==> config.mk <==
export PLATFORM = sky130hd
export DESIGN_NAME = sdr_read_sequencer
export DESIGN_NICKNAME = d
export VERILOG_FILES = /design/src/rtl/sdr_read_pkg.sv /design/src/rtl/sdr_read_ctrl.sv /design/src/rtl/sdr_read_datapath.sv /design/src/rtl/sdr_read_sequencer.sv
export SDC_FILE = /design/constraint.sdc
export NUM_CORES = 1
export LEC_CHECK = 0
export CORE_UTILIZATION = 39
export DETAILED_ROUTE_END_ITERATION = 16
export PLACE_DENSITY = 0.8
export SLEW_MARGIN = 20
export SYNTH_ARGS = -nofsm -noshare
export SYNTH_HDL_FRONTEND = slang
export SYNTH_SLANG_ARGS = --single-unit
export TNS_END_PERCENT = 20
==> constraint.sdc <==
create_clock -name clk -period 2.61 [get_ports clk]
set_input_delay 0.3915 -clock clk [delete_from_list [all_inputs] [get_ports clk]]
set_output_delay 0.3915 -clock clk [all_outputs]
set_load 0.1 [all_outputs]
==> src/rtl/sdr_read_pkg.sv <==
package sdr_read_pkg;

  // Command codes as {csN, rasN, casN, weN}
  typedef enum logic [3:0] {
    CMD_ACTIVE    = 4'b0011,
    CMD_READ      = 4'b0101,
    CMD_NOP       = 4'b0111,
    CMD_PRECHARGE = 4'b0010
  } sdCmd_e;

  // Strobes from control to datapath
  typedef struct packed {
    logic latchReq;
    logic issueAct;
    logic issueRead;
    logic issuePre;
    logic capture;
    logic captureLast;
  } seqStrobe_t;

endpackage

==> src/rtl/sdr_read_ctrl.sv <==
module sdr_read_ctrl
  import sdr_read_pkg::*;
#(
  parameter int TRCD      = 2,
  parameter int CAS_LAT   = 2,
  parameter int BURST_LEN = 4
) (
  input  logic       clk,
  input  logic       rstN,
  input  logic       reqValid,
  output logic       reqReady,
  output seqStrobe_t strobe
);

  localparam int LAST_CNT  = TRCD + CAS_LAT + BURST_LEN;
  localparam int CAP_FIRST = TRCD + CAS_LAT + 1;
  localparam int CNT_W     = $clog2(LAST_CNT + 1);
  localparam logic [CNT_W-1:0] LAST_C  = CNT_W'(LAST_CNT);
  localparam logic [CNT_W-1:0] FIRST_C = CNT_W'(CAP_FIRST);
  localparam logic [CNT_W-1:0] RCD_C   = CNT_W'(TRCD);
  localparam int BEAT_W    = $clog2(BURST_LEN + 1);

  typedef enum logic {ST_IDLE, ST_BUSY} state_e;

  state_e           state;
  logic [CNT_W-1:0] cycleCnt;   // cycles since the accept edge

  always_ff @(posedge clk or negedge rstN) begin
    if (!rstN) begin
      state    <= ST_IDLE;
      cycleCnt <= '0;
    end else begin
      case (state)
        ST_IDLE: begin
          if (reqValid) begin
            state    <= ST_BUSY;
            cycleCnt <= CNT_W'(1);
          end
        end
        default: begin
          if (cycleCnt == LAST_C) begin
            state    <= ST_IDLE;
            cycleCnt <= '0;
          end else begin
            cycleCnt <= cycleCnt + CNT_W'(1);
          end
        end
      endcase
    end
  end

  always_comb begin
    reqReady = (state == ST_IDLE);
    strobe   = '0;
    if (state == ST_IDLE) begin
      strobe.latchReq = reqValid;
      strobe.issueAct = reqValid;
    end else begin
      strobe.issueRead   = (cycleCnt == RCD_C);
      strobe.capture     = (cycleCnt >= FIRST_C);
      strobe.captureLast = (cycleCnt == LAST_C);
      strobe.issuePre    = (cycleCnt == LAST_C);
    end
  end

  // Checker state: beats counted since the READ strobe
  logic [BEAT_W-1:0] beatsSeen;
  always_ff @(posedge clk or negedge rstN) begin
    if (!rstN)                 beatsSeen <= '0;
    else if (strobe.issueRead) beatsSeen <= '0;
    else if (strobe.capture)   beatsSeen <= beatsSeen + BEAT_W'(1);
  end

  AST_ACCEPT_NEEDS_VALID: assert property (@(posedge clk) disable iff (!rstN)
    $fell(reqReady) |-> $past(reqValid));

  AST_BURST_BEATS: assert property (@(posedge clk) disable iff (!rstN)
    strobe.captureLast |-> (beatsSeen == BEAT_W'(BURST_LEN - 1)));

endmodule

==> src/rtl/sdr_read_datapath.sv <==
module sdr_read_datapath
  import sdr_read_pkg::*;
#(
  parameter int TRCD   = 2,
  parameter int BANK_W = 2,
  parameter int ADDR_W = 13,
  parameter int COL_W  = 10,
  parameter int DATA_W = 16
) (
  input  logic                clk,
  input  logic                rstN,
  input  seqStrobe_t          strobe,
  input  logic [BANK_W-1:0]   reqBank,
  input  logic [ADDR_W-1:0]   reqRow,
  input  logic [COL_W-1:0]    reqCol,
  input  logic [DATA_W-1:0]   sdDq,
  output logic                sdCke,
  output logic [3:0]          sdCmd,
  output logic [BANK_W-1:0]   sdBa,
  output logic [ADDR_W-1:0]   sdAddr,
  output logic [DATA_W/8-1:0] sdDqm,
  output logic                rdValid,
  output logic [DATA_W-1:0]   rdData,
  output logic                rdLast
);

  localparam int GAP_W = $clog2(TRCD + 2) + 1;

  sdCmd_e            cmdQ;
  logic [BANK_W-1:0] bankQ;
  logic [COL_W-1:0]  colQ;
  logic [ADDR_W-1:0] readAddr;
  logic              ckeQ;

  // Column placement on the address bus; bits above it (including A10) are zero
  generate
    if (COL_W < ADDR_W) begin : g_colPad
      assign readAddr = {{(ADDR_W - COL_W){1'b0}}, colQ};
    end else begin : g_colFull
      assign readAddr = colQ[ADDR_W-1:0];
    end
  endgenerate

  always_ff @(posedge clk or negedge rstN) begin
    if (!rstN) begin
      cmdQ    <= CMD_NOP;
      sdBa    <= '0;
      sdAddr  <= '0;
      bankQ   <= '0;
      colQ    <= '0;
      ckeQ    <= 1'b0;
      rdValid <= 1'b0;
      rdLast  <= 1'b0;
      rdData  <= '0;
    end else begin
      ckeQ <= 1'b1;
      if (strobe.latchReq) begin
        bankQ <= reqBank;
        colQ  <= reqCol;
      end
      if (strobe.issueAct) begin
        cmdQ   <= CMD_ACTIVE;
        sdBa   <= reqBank;
        sdAddr <= reqRow;
      end else if (strobe.issueRead) begin
        cmdQ   <= CMD_READ;
        sdBa   <= bankQ;
        sdAddr <= readAddr;
      end else if (strobe.issuePre) begin
        cmdQ   <= CMD_PRECHARGE;
        sdBa   <= bankQ;
        sdAddr <= '0;
      end else begin
        cmdQ <= CMD_NOP;
      end
      rdValid <= strobe.capture;
      rdLast  <= strobe.captureLast;
      if (strobe.capture) rdData <= sdDq;
    end
  end

  assign sdCmd = cmdQ;
  assign sdCke = ckeQ;
  assign sdDqm = '0;

  // Checker state: cycles since the last ACTIVE on the pins
  logic [GAP_W-1:0] sinceAct;
  always_ff @(posedge clk or negedge rstN) begin
    if (!rstN)                     sinceAct <= '0;
    else if (cmdQ == CMD_ACTIVE)   sinceAct <= GAP_W'(1);
    else if (sinceAct != '1)       sinceAct <= sinceAct + GAP_W'(1);
  end

  AST_RCD_GAP: assert property (@(posedge clk) disable iff (!rstN)
    (cmdQ == CMD_READ) |-> (sinceAct == GAP_W'(TRCD)));

  AST_PRE_ON_LAST: assert property (@(posedge clk) disable iff (!rstN)
    (cmdQ == CMD_PRECHARGE) |-> (rdValid && rdLast));

  AST_LAST_WITH_VALID: assert property (@(posedge clk) disable iff (!rstN)
    rdLast |-> rdValid);

  AST_CKE_UP: assert property (@(posedge clk) disable iff (!rstN)
    rstN |=> sdCke);

endmodule

==> src/rtl/sdr_read_sequencer.sv <==
module sdr_read_sequencer
  import sdr_read_pkg::*;
#(
  parameter int TRCD      = 2,
  parameter int CAS_LAT   = 2,
  parameter int BURST_LEN = 4,
  parameter int BANK_W    = 2,
  parameter int ADDR_W    = 13,
  parameter int COL_W     = 10,
  parameter int DATA_W    = 16
) (
  input  logic                clk,
  input  logic                rstN,
  input  logic                reqValid,
  output logic                reqReady,
  input  logic [BANK_W-1:0]   reqBank,
  input  logic [ADDR_W-1:0]   reqRow,
  input  logic [COL_W-1:0]    reqCol,
  output logic                sdCke,
  output logic                sdCsN,
  output logic                sdRasN,
  output logic                sdCasN,
  output logic                sdWeN,
  output logic [BANK_W-1:0]   sdBa,
  output logic [ADDR_W-1:0]   sdAddr,
  output logic [DATA_W/8-1:0] sdDqm,
  input  logic [DATA_W-1:0]   sdDq,
  output logic                rdValid,
  output logic [DATA_W-1:0]   rdData,
  output logic                rdLast
);

  seqStrobe_t strobe;
  logic [3:0] sdCmd;

  sdr_read_ctrl #(
    .TRCD(TRCD), .CAS_LAT(CAS_LAT), .BURST_LEN(BURST_LEN)
  ) u_ctrl (
    .clk(clk), .rstN(rstN), .reqValid(reqValid),
    .reqReady(reqReady), .strobe(strobe)
  );

  sdr_read_datapath #(
    .TRCD(TRCD), .BANK_W(BANK_W), .ADDR_W(ADDR_W),
    .COL_W(COL_W), .DATA_W(DATA_W)
  ) u_dp (
    .clk(clk), .rstN(rstN), .strobe(strobe),
    .reqBank(reqBank), .reqRow(reqRow), .reqCol(reqCol),
    .sdDq(sdDq), .sdCke(sdCke), .sdCmd(sdCmd),
    .sdBa(sdBa), .sdAddr(sdAddr), .sdDqm(sdDqm),
    .rdValid(rdValid), .rdData(rdData), .rdLast(rdLast)
  );

  assign {sdCsN, sdRasN, sdCasN, sdWeN} = sdCmd;

endmodule

==> results.cfg <==
[run_status]
status = finished, final reports clean

[timing]
fmax_mhz = 508.9
fin_skew_ns = 0.008598
layout_min_cycle_time_ns = 1.965
setup_viol = 0
slew_viol_final = 0
hold_viol_final = 0
rsz0062_at_grt = no
period_share = 0.7528
max_slew_margin = 0.5972
tightest_slew_ns = 0.6043
setup_tns_ns = 0

[route]
ant_nets = 0
routed_wl_um = 4669
detail_route.wl_per_cell_um = 13.42
drtPass1Iterations = 4
vias_per_cell = 4.681
drtIter0Drc = 63
route.detailed.drc = 0
vias = 1629

[yosys]
synthCells = 195
syn_avg_cell_area_um2 = 11.68
synth_cell_type_count = 32
ys_ff_latch = 54
async_flop_share = 1.000
ys_warn_count = 0
synth_area_um2 = 2278
synth_edf_count = 0
synth_seq_area_share = 0.5947
synth_ff_type = dfrtp_1

[placement]
dpl.hpwl_um = 3411
numPortBuffers = 81
place_congestion = 0.7474

[clocking]
cts_hold_buffers = 0
root_buffer = clkbuf_8
cts_made_buffers = 5
htree_levels = 2
path_clk_slew_ns = 0.09
ctsResizeCount = 0
clock_path_buffers = 2
clk_latency_ns = 0.30
cts_tree = done
cts_setup_buffers = 0
clock-sinks = 54

[grt]
grt_pass1_vias = 1564
grt_max_degree = 34
grt_overflow_total = 0
grt_util_all_layers = 0.1607
grt_first_pass_wirelength_um = 7534
grt_antenna_before_repair = 0

[layout]
diodes = 0
areaGrowthSynthToFinish_pct = 36.41
nNetsFinal = 323
final_common_cell = dfrtp_1
fillCellCount = 470
drive_gt1_frac = 0.2609
mostFrequentLayoutCells = dfrtp_1, clkdlybuf4s50_1, buf_4

[critical_path]
cp-end-kind = flop
arrival_ns = 2.16
cp_cell_sequence = inv_1 -> ha_1 -> nor3b_4 -> nor2_4 -> mux2_2
cpMaxStageDelayCell = dfrtp_1
max_stage_delay_ns = 0.46
crit_required_ns = 2.80
crit_family = simple AND/OR/NAND/NOR gates
worst-setup-path-type = reg2reg
path_max_fanout = 17
critPathLaunchType = flop
path_buf_inv = 1

[die]
start_util = 0.4088
fp.dieW_um = 78.44
design.core.area_um2 = 5574
rows = 27
io_pins = 85
die_h_um = 78.44
die_area_um2 = 6152

[run]
cap_violations = 0

[worst_hold_path]
hp-class = in2async
[metrics by stage]
| stage | cells | hold slack (ns) | cell area, um^2 | utilization | worst slack (ns) |
|---|---|---|---|---|---|
| 3_3_place_gp | 340 | 0.3655 | 3024 | 0.5425 | 0.7291 |
| 3_5_place_dp | 340 | 0.3809 | 3024 | 0.5425 | 0.6380 |
| 2_1_floorplan | 197 | 0.09591 | 2286 | - | 0.9523 |
| 5_1_grt | 348 | 0.05333 | 3108 | 0.5576 | 0.5144 |
| 4_1_cts | 348 | 0.04929 | 3108 | 0.5576 | 0.6331 |
| 6_report | 348 | 0.03349 | 3108 | 0.5576 | 0.6452 |
[final cells by class]
cell class | instances | area, um^2 | share of cell area
clock buffer | 7 | 76.32 | 0.02456
clock inverter | 1 | 7.507 | 0.002415
inverter | 17 | 63.81 | 0.02053
multi-input combinational | 114 | 789.5 | 0.2540
sequential | 54 | 1355 | 0.4360
tap | 72 | 90.09 | 0.02899
timing repair buffer | 83 | 725.7 | 0.2335
[Yosys cell counts, types with 2 or more instances]
cell	number	area, um^2
buf_4	4	30.03
o21ai_2	2	17.52
nand2_1	39	146.4
buf_6	2	22.52
inv_1	17	63.81
nor2_1	5	18.77
o21ai_0	11	55.05
buf_2	4	20.02
ha_1	4	50.05
mux2_2	7	78.83
clkbuf_1	2	7.510
a22oi_1	10	75.07
nand2b_1	2	12.51
conb_1	2	7.510
a21oi_1	3	15.01
dfstp_2	3	78.83
mux2_4	9	135.1
a22o_1	4	35.03
dfrtp_1	51	1276
o32ai_1	2	17.52
[state kept, by name (all words and copies together), names as in the netlist]
signal	cells
u_ctrl.cycleCnt	4
u_ctrl.state	1
u_dp.bankQ	2
u_dp.colQ	10
u_dp.rdData	16
u_dp.rdLast	1
u_dp.rdValid	1
u_dp.sdAddr	13
u_dp.sdBa	2
u_dp.sdCke	1
u_dp.sdCmd	3
[final timing paths]
kind | from | end | slack, ns | cells past startpoint
max | u_ctrl.cycleCnt[0]$_DFFE_PN0P_ | u_dp.rdData[8]$_DFFE_PN0P_ | 0.65 | 5
min | rstN | u_dp.rdData[10]$_DFFE_PN0P_ | 0.03 | 1
max reg2reg | u_ctrl.cycleCnt[0]$_DFFE_PN0P_ | u_dp.rdData[8]$_DFFE_PN0P_ | 0.65 | 5
min reg2reg | u_dp.colQ[9]$_DFFE_PN0P_ | u_dp.colQ[9]$_DFFE_PN0P_ | 0.48 | 2
max in group asynchronous | rstN | u_dp.sdCmd[2]$_DFF_PN1_ | 1.75 | 2
min in group clk | u_dp.colQ[9]$_DFFE_PN0P_ | u_dp.colQ[9]$_DFFE_PN0P_ | 0.48 | 2
[kinds of logic (layout without fill, tap and decap cells)]
family	count (synthesis)	count (layout)	synth area share
flip-flops	54	54	0.5947
XOR/XNOR	1	1	0.003845
adder cells (fa/ha/maj)	4	4	0.02197
other	2	4	0.003296
AND/OR/NAND/NOR	52	52	0.1060
buffers and inverters	29	108	0.06315
AO/OA/AOI/OAI	36	36	0.1087
multiplexers	17	17	0.09830
[metal layers]
metal / vias to the layer above / wire (um) / track usage
li1: 798 / - / -
met2: 71 / 2147 / 0.2509
met3: 4 / 363 / 0.05349
met4: 0 / 32 / 0.03889
met1: 756 / 2126 / 0.2157
met5: - / 0 / 0
Power is not shown: default switching activity piles up to over one toggle a cycle in this logic, so the estimate is an artifact.
